File: src/rtl/loop_cls_pkg.sv
package loop_cls_pkg;

    typedef enum logic [1:0] {
        MODE_NORMAL = 2'd0,
        MODE_LEARN  = 2'd1,
        MODE_VECTOR = 2'd2,
        MODE_RSVD   = 2'd3
    } mode_e;

endpackage

File: src/rtl/loop_cls_port_decode.sv
// Turns a set of (valid, index) register-port events into a register mask.
// Bit 0 is always dropped: the zero register never takes part in tracking.
module loop_cls_port_decode #(
    parameter int NUM_REGS  = 32,
    parameter int NUM_PORTS = 2,
    parameter int IDX_W     = $clog2(NUM_REGS)
) (
    input  logic [NUM_PORTS-1:0]            vld_i,
    input  logic [NUM_PORTS-1:0][IDX_W-1:0] idx_i,
    output logic [NUM_REGS-1:0]             hit_o
);

    logic [NUM_PORTS-1:0][NUM_REGS-1:0] port_hit;

    for (genvar p = 0; p < NUM_PORTS; p++) begin : g_port
        always_comb begin
            port_hit[p] = '0;
            for (int r = 1; r < NUM_REGS; r++) begin
                port_hit[p][r] = vld_i[p] && (idx_i[p] == IDX_W'(r));
            end
        end
    end

    always_comb begin
        hit_o = '0;
        for (int p = 0; p < NUM_PORTS; p++) begin
            hit_o = hit_o | port_hit[p];
        end
    end

endmodule

File: src/rtl/loop_cls_mode_fsm.sv
// Next-mode logic: normal -> learning -> vector, exit back to normal.
module loop_cls_mode_fsm
    import loop_cls_pkg::*;
(
    input  mode_e mode_q_i,
    input  logic  taken_i,
    input  logic  exit_i,
    output mode_e mode_d_o
);

    always_comb begin
        mode_d_o = mode_q_i;
        if (exit_i) begin
            mode_d_o = MODE_NORMAL;
        end else begin
            unique case (mode_q_i)
                MODE_NORMAL: if (taken_i) mode_d_o = MODE_LEARN;
                MODE_LEARN:  if (taken_i) mode_d_o = MODE_VECTOR;
                MODE_VECTOR: mode_d_o = MODE_VECTOR;
                default:     mode_d_o = MODE_NORMAL;
            endcase
        end
    end

endmodule

File: src/rtl/loop_cls_tracker.sv
module loop_cls_tracker
    import loop_cls_pkg::*;
#(
    parameter int NUM_REGS = 32,
    parameter int NUM_RD   = 2,
    parameter int NUM_WR   = 1,
    localparam int IDX_W   = $clog2(NUM_REGS)
) (
    input  logic                         clk_i,
    input  logic                         rst_ni,
    input  logic [NUM_RD-1:0]            rd_vld_i,
    input  logic [NUM_RD-1:0][IDX_W-1:0] rd_idx_i,
    input  logic [NUM_WR-1:0]            wr_vld_i,
    input  logic [NUM_WR-1:0][IDX_W-1:0] wr_idx_i,
    input  logic                         loop_taken_i,
    input  logic                         loop_exit_i,
    output logic [1:0]                   mode_o,
    output logic [NUM_REGS-1:0]          cls_mask_o
);

    typedef struct packed {
        mode_e               mode;
        logic [NUM_REGS-1:0] rd_seen;
        logic [NUM_REGS-1:0] cls;
    } trk_state_t;

    trk_state_t          st_d, st_q;
    logic [NUM_REGS-1:0] rd_hit, wr_hit;
    mode_e               mode_d;

    loop_cls_port_decode #(
        .NUM_REGS (NUM_REGS),
        .NUM_PORTS(NUM_RD),
        .IDX_W    (IDX_W)
    ) u_rd_dec (
        .vld_i(rd_vld_i),
        .idx_i(rd_idx_i),
        .hit_o(rd_hit)
    );

    loop_cls_port_decode #(
        .NUM_REGS (NUM_REGS),
        .NUM_PORTS(NUM_WR),
        .IDX_W    (IDX_W)
    ) u_wr_dec (
        .vld_i(wr_vld_i),
        .idx_i(wr_idx_i),
        .hit_o(wr_hit)
    );

    loop_cls_mode_fsm u_mode (
        .mode_q_i(st_q.mode),
        .taken_i (loop_taken_i),
        .exit_i  (loop_exit_i),
        .mode_d_o(mode_d)
    );

    always_comb begin
        st_d      = st_q;
        st_d.mode = mode_d;
        if (loop_exit_i || st_q.mode == MODE_RSVD) begin
            st_d.rd_seen = '0;
            st_d.cls     = '0;
        end else if (st_q.mode == MODE_LEARN) begin
            // same-cycle read counts as earlier than the write
            st_d.rd_seen = st_q.rd_seen | rd_hit;
            st_d.cls     = st_q.cls | (wr_hit & (st_q.rd_seen | rd_hit));
        end
    end

    always_ff @(posedge clk_i or negedge rst_ni) begin
        if (!rst_ni) begin
            st_q <= '{mode: MODE_NORMAL, rd_seen: '0, cls: '0};
        end else begin
            st_q <= st_d;
        end
    end

    assign mode_o     = st_q.mode;
    assign cls_mask_o = st_q.cls;

    // first taken branch starts learning
    a_r2_normal_to_learn: assert property (@(posedge clk_i) disable iff (!rst_ni)
        (mode_o == 2'd0 && loop_taken_i && !loop_exit_i) |=> (mode_o == 2'd1));

    // second taken branch enters vector mode
    a_r7_learn_to_vector: assert property (@(posedge clk_i) disable iff (!rst_ni)
        (mode_o == 2'd1 && loop_taken_i && !loop_exit_i) |=> (mode_o == 2'd2));

    // classification frozen in vector mode
    a_r8_vector_frozen: assert property (@(posedge clk_i) disable iff (!rst_ni)
        (mode_o == 2'd2 && !loop_exit_i) |=> ($stable(cls_mask_o) && mode_o == 2'd2));

    // exit clears everything
    a_r9_exit_clears: assert property (@(posedge clk_i) disable iff (!rst_ni)
        loop_exit_i |=> (mode_o == 2'd0 && cls_mask_o == '0 && st_q.rd_seen == '0));

    // zero register never marked
    a_r6_r0_clear: assert property (@(posedge clk_i) disable iff (!rst_ni)
        !cls_mask_o[0]);

    // a classified register must have been read while learning
    a_r3_cls_implies_read: assert property (@(posedge clk_i) disable iff (!rst_ni)
        (cls_mask_o & ~st_q.rd_seen) == '0);

    // nothing accumulates in normal mode
    a_r10_normal_idle: assert property (@(posedge clk_i) disable iff (!rst_ni)
        (mode_o == 2'd0) |-> (cls_mask_o == '0));

endmodule

File: config.mk
export PLATFORM = sky130hd
export DESIGN_NAME = loop_cls_tracker
export DESIGN_NICKNAME = d
export VERILOG_FILES = /design/src/rtl/loop_cls_pkg.sv /design/src/rtl/loop_cls_port_decode.sv /design/src/rtl/loop_cls_mode_fsm.sv /design/src/rtl/loop_cls_tracker.sv
export SDC_FILE = /design/constraint.sdc
export NUM_CORES = 1
export LEC_CHECK = 0
export BUFFER_PORTS_ARGS = -buffer_cell sky130_fd_sc_hd__buf_2
export CAP_MARGIN = 20
export CORE_MARGIN = 2
export CORE_UTILIZATION = 51
export DETAILED_ROUTE_END_ITERATION = 8
export PLACE_DENSITY = 0.72
export SLEW_MARGIN = 20
export SYNTH_ARGS = -nofsm -noshare
export SYNTH_HDL_FRONTEND = slang
export SYNTH_SLANG_ARGS = --single-unit
File: constraint.sdc
create_clock -name clk_i -period 3 [get_ports clk_i]
set_input_delay 0.6 -clock clk_i [delete_from_list [all_inputs] [get_ports clk_i]]
set_output_delay 0.6 -clock clk_i [all_outputs]
set_load 0.02 [all_outputs]
==> summary.txt, run 1 <==
Run status
  • Outcome: complete, no violations

CTS
  • Cts-stage hold buffer count: 0
  • Num CTS Buffers: 9
  • Root Buffer: clkbuf_8
  • CTS tree: built
  • # Post-CTS Setup Buffers: 0
  • CTS H-tree depth: 3
  • Cts repair resizes: 0
  • CTS Sinks: 64
  • Clock latency on the worst-skew pair: 0.35 ns
  • Worst-path clk slew: 0.07 ns
  • CTS Buffer Depth: 2

Critical path
  • Critical path type: reg2reg
  • Worst R2R Path Depth: 4
  • Crit path buf inv count: 1
  • Crit-path slowest cell: dfrtp_1
  • Crit path arrival time: 1.97 ns
  • Reg2reg start: mode_o[0]
  • CP required: 3.24 ns
  • Worst R2R End: cls_mask_o[7]
  • Worst R2R Setup Slack: 1.27 ns
  • CP top delay family: compound AO/OA/AOI/OAI gates
  • Critical Path Start Type: register
  • Critical path cell sequence: buf_4 -> o21a_4 -> a41oi_1 -> a211oi_1
  • Largest stage delay, worst path: 0.44 ns
  • CP Max Fanout: 33
  • CP Capture Type: register

Power and ir drop
  • Design Power: 1.84 mW
  • Pleak: 1.65 nW
  • PD cells: 447 nW/um2
  • Peak VDD IR: 240 uV

Die
  • DIE AREA: 8360 um2
  • Die Y-Extent: 91.4 um
  • Starting Density: 53.2%
  • Die width: 91.4 um
  • Row Count: 31
  • Top Ports: 56
  • CORE AREA: 7330 um2

STA
  • Final setup fails: 0
  • Fmax: 0.578 GHz
  • RSZ-0062 raised after global routing: no
  • Hold slack: 0.304 ns
  • Least-Margin Pin Slew: 0.841 ns
  • Final slew viol count: 0
  • Final hold viol count: 0
  • Min cycle time layout: 1.73 ns
  • Final period util: 57.6%
  • Max_slew headroom: 43.8%
  • Setup_tns: 0 ns
  • Worst Skew: 0.0105 ns

Route
  • Vias/cell: 6.12
  • Drt drc: 0
  • Router iterations before antenna repair: 4
  • DRT antenna net count: 0
  • Drt total wl: 9.84 mm
  • Wirelength per Cell: 19.4 um
  • DR vias: 3102
  • Initial DRC count: 308

Cells and area
  • Share of cells above drive strength 1: 29.2%
  • Finished Cell Area: 4130 um2
  • Multi-input gate area: 1770 um2
  • Diode count: 0
  • Final nets: 428
  • Final-layout fill cell count: 631
  • Synth-to-layout area growth: 5.84%
  • Seq. cell area: 1600 um2
  • Commonest non-fill, non-tap cell in the layout: dfrtp_1
  • Commonest cells after routing, fill and taps aside: dfrtp_1, nor2_1, buf_2

GRT
  • Overflow after GRT: 0
  • Overall global routing resource usage: 24.9%
  • First-pass GRT wire length: 16.3 mm
  • Largest net degree at the start of global routing: 34
  • Vias in the first global route: 3055
  • Initial antenna violation count: 0

Synthesis
  • Sequential-to-total area share from yosys stat: 41.1%
  • Synth warn: 0
  • Netlist cell types: 37
  • Avg Inst Size Synth: 9.92 um2
  • Synth Register Bits: 64
  • Synth Cell Area: 3900 um2
  • Post-Syn Nets: 418
  • Cell count after synthesis: 393

Placement
  • IO Port Bufs: 54
  • Area post-placement: 3950 um2
  • DP Wirelength: 6.86 mm
  • Final GP Congestion: 0.870

Run
  • Max-Cap Viols: 0

Min path
  • Hold Path Class: in2async
## metrics by stage
stage | worst slack, ns | instances | utilization, %
after floorplan | 1.60 | 393 | -
after global placement | 1.08 | 491 | 53.8
after detailed placement | 1.02 | 491 | 53.8
after CTS | 1.26 | 507 | 56.3
after global routing | 1.12 | 507 | 56.3
final | 1.27 | 507 | 56.3
## worst max path at each step
stage	from	end	depth (start not counted)
floorplan	wr_idx_i[4]	cls_mask_o[10]	4
global placement	rd_idx_i[5]	st_q[45]	4
detailed placement	wr_idx_i[1]	cls_mask_o[14]	4
CTS	mode_o[0]	cls_mask_o[7]	4
global route	mode_o[0]	cls_mask_o[6]	4
finish	mode_o[0]	cls_mask_o[7]	4
## registers in the layout, indices dropped and copies added, names as in the netlist
register    count
cls_mask_o     31
st_q           31
mode_o          2
## cell type report
cell class,count,area share [%]
multi-input cells,239,42.8
flip-flops and latches,64,38.8
repair buffers,62,8.61
clock buffers,12,3.27
well taps,99,3.00
inverters,27,2.46
clock inverters,4,1.09
## where the power goes
group | switching, mW | internal, mW | leakage [nW]
sequential | 0.00585 | 0.868 | 0.893
combinational | 0.183 | 0.0743 | 0.659
clock | 0.332 | 0.381 | 0.0941
## logic make-up after synthesis
kind of cell	after synthesis	synth area share [%]
AOI/OAI and AO/OA	139	30.3
and+or+nand+nor	96	13.9
buffers and inverters	90	13.7
DFF	64	41.1
adders and majority gates	3	0.963
other	1	0.0962
## per-layer routing
| metal | vias up | track usage, % | share of wire (%) |
|---|---|---|---|
| met3 | 17 | 3.57 | 5.5 |
| met5 | - | 0 | 0 |
| met2 | 110 | 37.4 | 46 |
| li1 | 1434 | - | - |
| met1 | 1541 | 36.3 | 47 |
| met4 | 0 | 9.72 | 1.9 |
## cell usage after synthesis
| cell | instances | area share [%] |
|---|---|---|
| nor2b_1 | 7 | 1.1 |
| buf_2 | 7 | 0.90 |
| a211oi_2 | 21 | 6.7 |
| a211oi_1 | 42 | 8.1 |
| nor2_4 | 1 | 0.29 |
| nor4b_4 | 1 | 0.61 |
| dfrtp_1 | 64 | 41 |
| inv_1 | 27 | 2.6 |
| buf_4 | 48 | 9.2 |
| a22oi_2 | 6 | 1.9 |
| buf_6 | 1 | 0.29 |
| clkbuf_1 | 7 | 0.67 |
| and4b_2 | 1 | 0.29 |
| nor2_2 | 1 | 0.16 |
| a22oi_4 | 2 | 1.1 |
| a22oi_1 | 15 | 2.9 |
| ha_1 | 3 | 0.96 |
| and4bb_2 | 4 | 1.3 |
| nor4b_2 | 1 | 0.38 |
| and4_1 | 2 | 0.45 |
| or3_1 | 1 | 0.16 |
| a21oi_1 | 16 | 2.1 |
| nor2_1 | 57 | 5.5 |
| a21oi_2 | 2 | 0.45 |
| and4b_1 | 5 | 1.3 |
| a41oi_1 | 15 | 3.4 |
| and2b_1 | 1 | 0.19 |
| o211a_4 | 1 | 0.45 |
| o21ai_0 | 1 | 0.13 |
| nand2_1 | 8 | 0.77 |
| o21a_4 | 1 | 0.38 |
| and4bb_1 | 1 | 0.32 |
| a31oi_1 | 16 | 2.6 |
| and2_1 | 4 | 0.64 |
| a21o_1 | 1 | 0.19 |
| and4bb_4 | 1 | 0.42 |
| conb_1 | 1 | 0.096 |
(Power assumes the default switching activity.)
==> run 2, diff against run 1 <==
clock period = 1.6 ns   (was 3 ns; I/O delays follow)
==> run 2 against run 1 <==
  * Clock power rose by 100%
  * Global-route usage is 0.15 points lower
  * Count of clock-buffer cells in the layout up 1
  * Largest power group unchanged
  * Cell count up 2.0%
  * Highest routed layer unchanged
  * Sequential power up 88%
  * Flip-flop and latch count unchanged
  * Worst setup slack worse by 1.2 ns
  * Critical path depth unchanged
  * Sequential share of layout area fell by 1.1 points
  * Register-to-register slack worse by 1.2 ns
==> summary.txt, run 2 (same netlist as run 1, synthesis figures left out) <==
Run status
  • Outcome: complete, no violations

GRT
  • Met1 Use GR: 35.4% (-0.95 points)
  • Grt met3 use: 4.90% (+1.3 points)
  • Overall global routing resource usage: 24.8% (-0.15 points)
  • First-pass GRT wire length: 16.0 mm (-2.2%)
  • Vias in the first global route: 2955 (-3.3%)
  • Overflow after GRT: 0 (unchanged)
  • Most Crowded Layer GR: met2
  • GR Util met2: 36.5% (-0.92 points)
  • Initial antenna violation count: 0 (unchanged)
  • Largest net degree at the start of global routing: 65 (+91%)

CTS
  • CTS Sinks: 64 (unchanged)
  • # Post-CTS Setup Buffers: 0 (unchanged)
  • Num CTS Buffers: 9 (unchanged)
  • Worst-path clk slew: 0.07 ns (about the same)
  • Clock latency on the worst-skew pair: 0.35 ns (about the same)
  • CTS Buffer Depth: 2 (unchanged)
  • Cts-stage hold buffer count: 1 (+1)
  • CTS tree: built
  • Cts repair resizes: 0 (unchanged)
  • Root Buffer: clkbuf_8
  • CTS H-tree depth: 3 (unchanged)

Route
  • Drt total wl: 10.0 mm (+1.7%)
  • DR vias: 3205 (+3.3%)
  • Vias/cell: 6.20 (+1.3%)
  • Wirelength per Cell: 19.4 um (-0.24%)
  • Initial DRC count: 230 (-25%)
  • DRT antenna net count: 0 (unchanged)
  • Router iterations before antenna repair: 8 (+4)
  • Drt drc: 0 (unchanged)

Die
  • Die width: 91.4 um (unchanged)
  • DIE AREA: 8360 um2 (unchanged)
  • Row Count: 31 (unchanged)
  • Starting Density: 53.2% (unchanged)
  • CORE AREA: 7330 um2 (unchanged)
  • Top Ports: 56 (unchanged)
  • Die Y-Extent: 91.4 um (unchanged)

Critical path
  • Critical path cell sequence: ha_1 -> a21o_2 -> buf_12 -> a211oi_1
  • Largest stage delay, worst path: 0.41 ns (-0.03 ns)
  • Crit path buf inv count: 1 (unchanged)
  • Crit-path slowest cell: dfrtp_1
  • CP Max Fanout: 26 (-21%)
  • CP required: 1.84 ns (-1.40 ns)
  • CP top delay family: compound AO/OA/AOI/OAI gates
  • Crit path arrival time: 1.74 ns (-0.23 ns)
  • CP Capture Type: register
  • Critical path type: reg2reg
  • Critical Path Start Type: register

Cells and area
  • Final-layout fill cell count: 640 (+1.4%)
  • Finished Cell Area: 4250 um2 (+2.9%)
  • Synth-to-layout area growth: 8.95%
  • Commonest cells after routing, fill and taps aside: dfrtp_1, nor2_1, buf_2
  • Final nets: 438 (+2.3%)
  • Diode count: 0 (unchanged)
  • Share of cells above drive strength 1: 30.9% (+1.7 points)
  • Seq. cell area: 1600 um2 (unchanged)
  • Commonest non-fill, non-tap cell in the layout: dfrtp_1
  • Multi-input gate area: 1770 um2 (unchanged)
  • Fin cells: 517 (+2.0%)

Power and ir drop
  • PD cells: 844 nW/um2 (+89%)
  • Design Power: 3.59 mW (+94%)
  • Peak VDD IR: 417 uV (+74%)
  • Pleak: 1.71 nW (+4.1%)

STA
  • Final slew viol count: 0 (unchanged)
  • Final hold viol count: 0 (unchanged)
  • Fmax: 0.667 GHz (+15%)
  • Setup_tns: 0 ns (unchanged)
  • Final setup fails: 0 (unchanged)
  • Final period util: 93.8% (+36 points)
  • RSZ-0062 raised after global routing: no
  • Worst Skew: 0.00723 ns (-0.00324 ns)
  • Min cycle time layout: 1.50 ns (-0.229 ns)

Placement
  • IO Port Bufs: 54 (unchanged)
  • DP Wirelength: 6.69 mm (-2.5%)
  • Final GP Congestion: 0.903 (+3.8%)
  • Area post-placement: 4040 um2 (+2.3%)
  • Placed cell count: 500 (+1.8%)

Min path
  • Hold Path Class: in2reg

Run
  • Max-Cap Viols: 0 (unchanged)
==> run 2: worst register-to-register path: stages (launching register included) <==
cell and delay [ns]:
dfrtp_1 0.41, ha_1 0.20, a21o_2 0.32, buf_12 0.21
a211oi_1 0.26
==> run 2: stage by stage <==
| step | hold WS [ns] | utilization (%) | setup slack [ns] |
|---|---|---|---|
| after CTS | 0.234 | 58.0 | 0.102 |
| after global routing | 0.236 | 58.0 | 0.0617 |
| final | 0.239 | 58.0 | 0.0997 |
| after detailed placement | 0.362 | 55.1 | 0.129 |
| after floorplan | 0.0244 | - | 0.286 |
| after global placement | 0.361 | 55.1 | 0.136 |
==> run 2: cell type report <==
class | instances | share of cell area (%)
clock inverters | 3 | 0.942
repair buffers | 72 | 10.8
multi-input cells | 239 | 41.5
clock buffers | 13 | 3.74
well taps | 99 | 2.92
flip-flops and latches | 64 | 37.7
inverters | 27 | 2.39
==> run 2: worst paths after layout <==
kind | start | to | slack, ns | depth (start not counted)
max | mode_o[0] | cls_mask_o[1] | 0.1 | 4
max in group asynchronous | rst_ni | cls_mask_o[2] | 0.79 | 3
min | loop_exit_i | mode_o[1] | 0.24 | 2
min in group asynchronous | rst_ni | cls_mask_o[31] | 0.51 | 3
min reg2reg | st_q[45] | st_q[45] | 0.54 | 2
max reg2reg | mode_o[0] | cls_mask_o[1] | 0.1 | 4
==> run 2: power breakdown <==
part	leakage, nW	total (mW)	switching [mW]	internal (mW)
logic	0.718	0.517	0.349	0.168
registers	0.893	1.64	0.00994	1.63
clock network	0.103	1.43	0.630	0.801
total	1.71	3.59	0.988	2.60
==> run 2: per-layer routing <==
layer	routed length, um	vias up
li1	-	1448
met1	4490	1598
met2	4620	138
met3	644	21
met4	257	0
met5	0	-
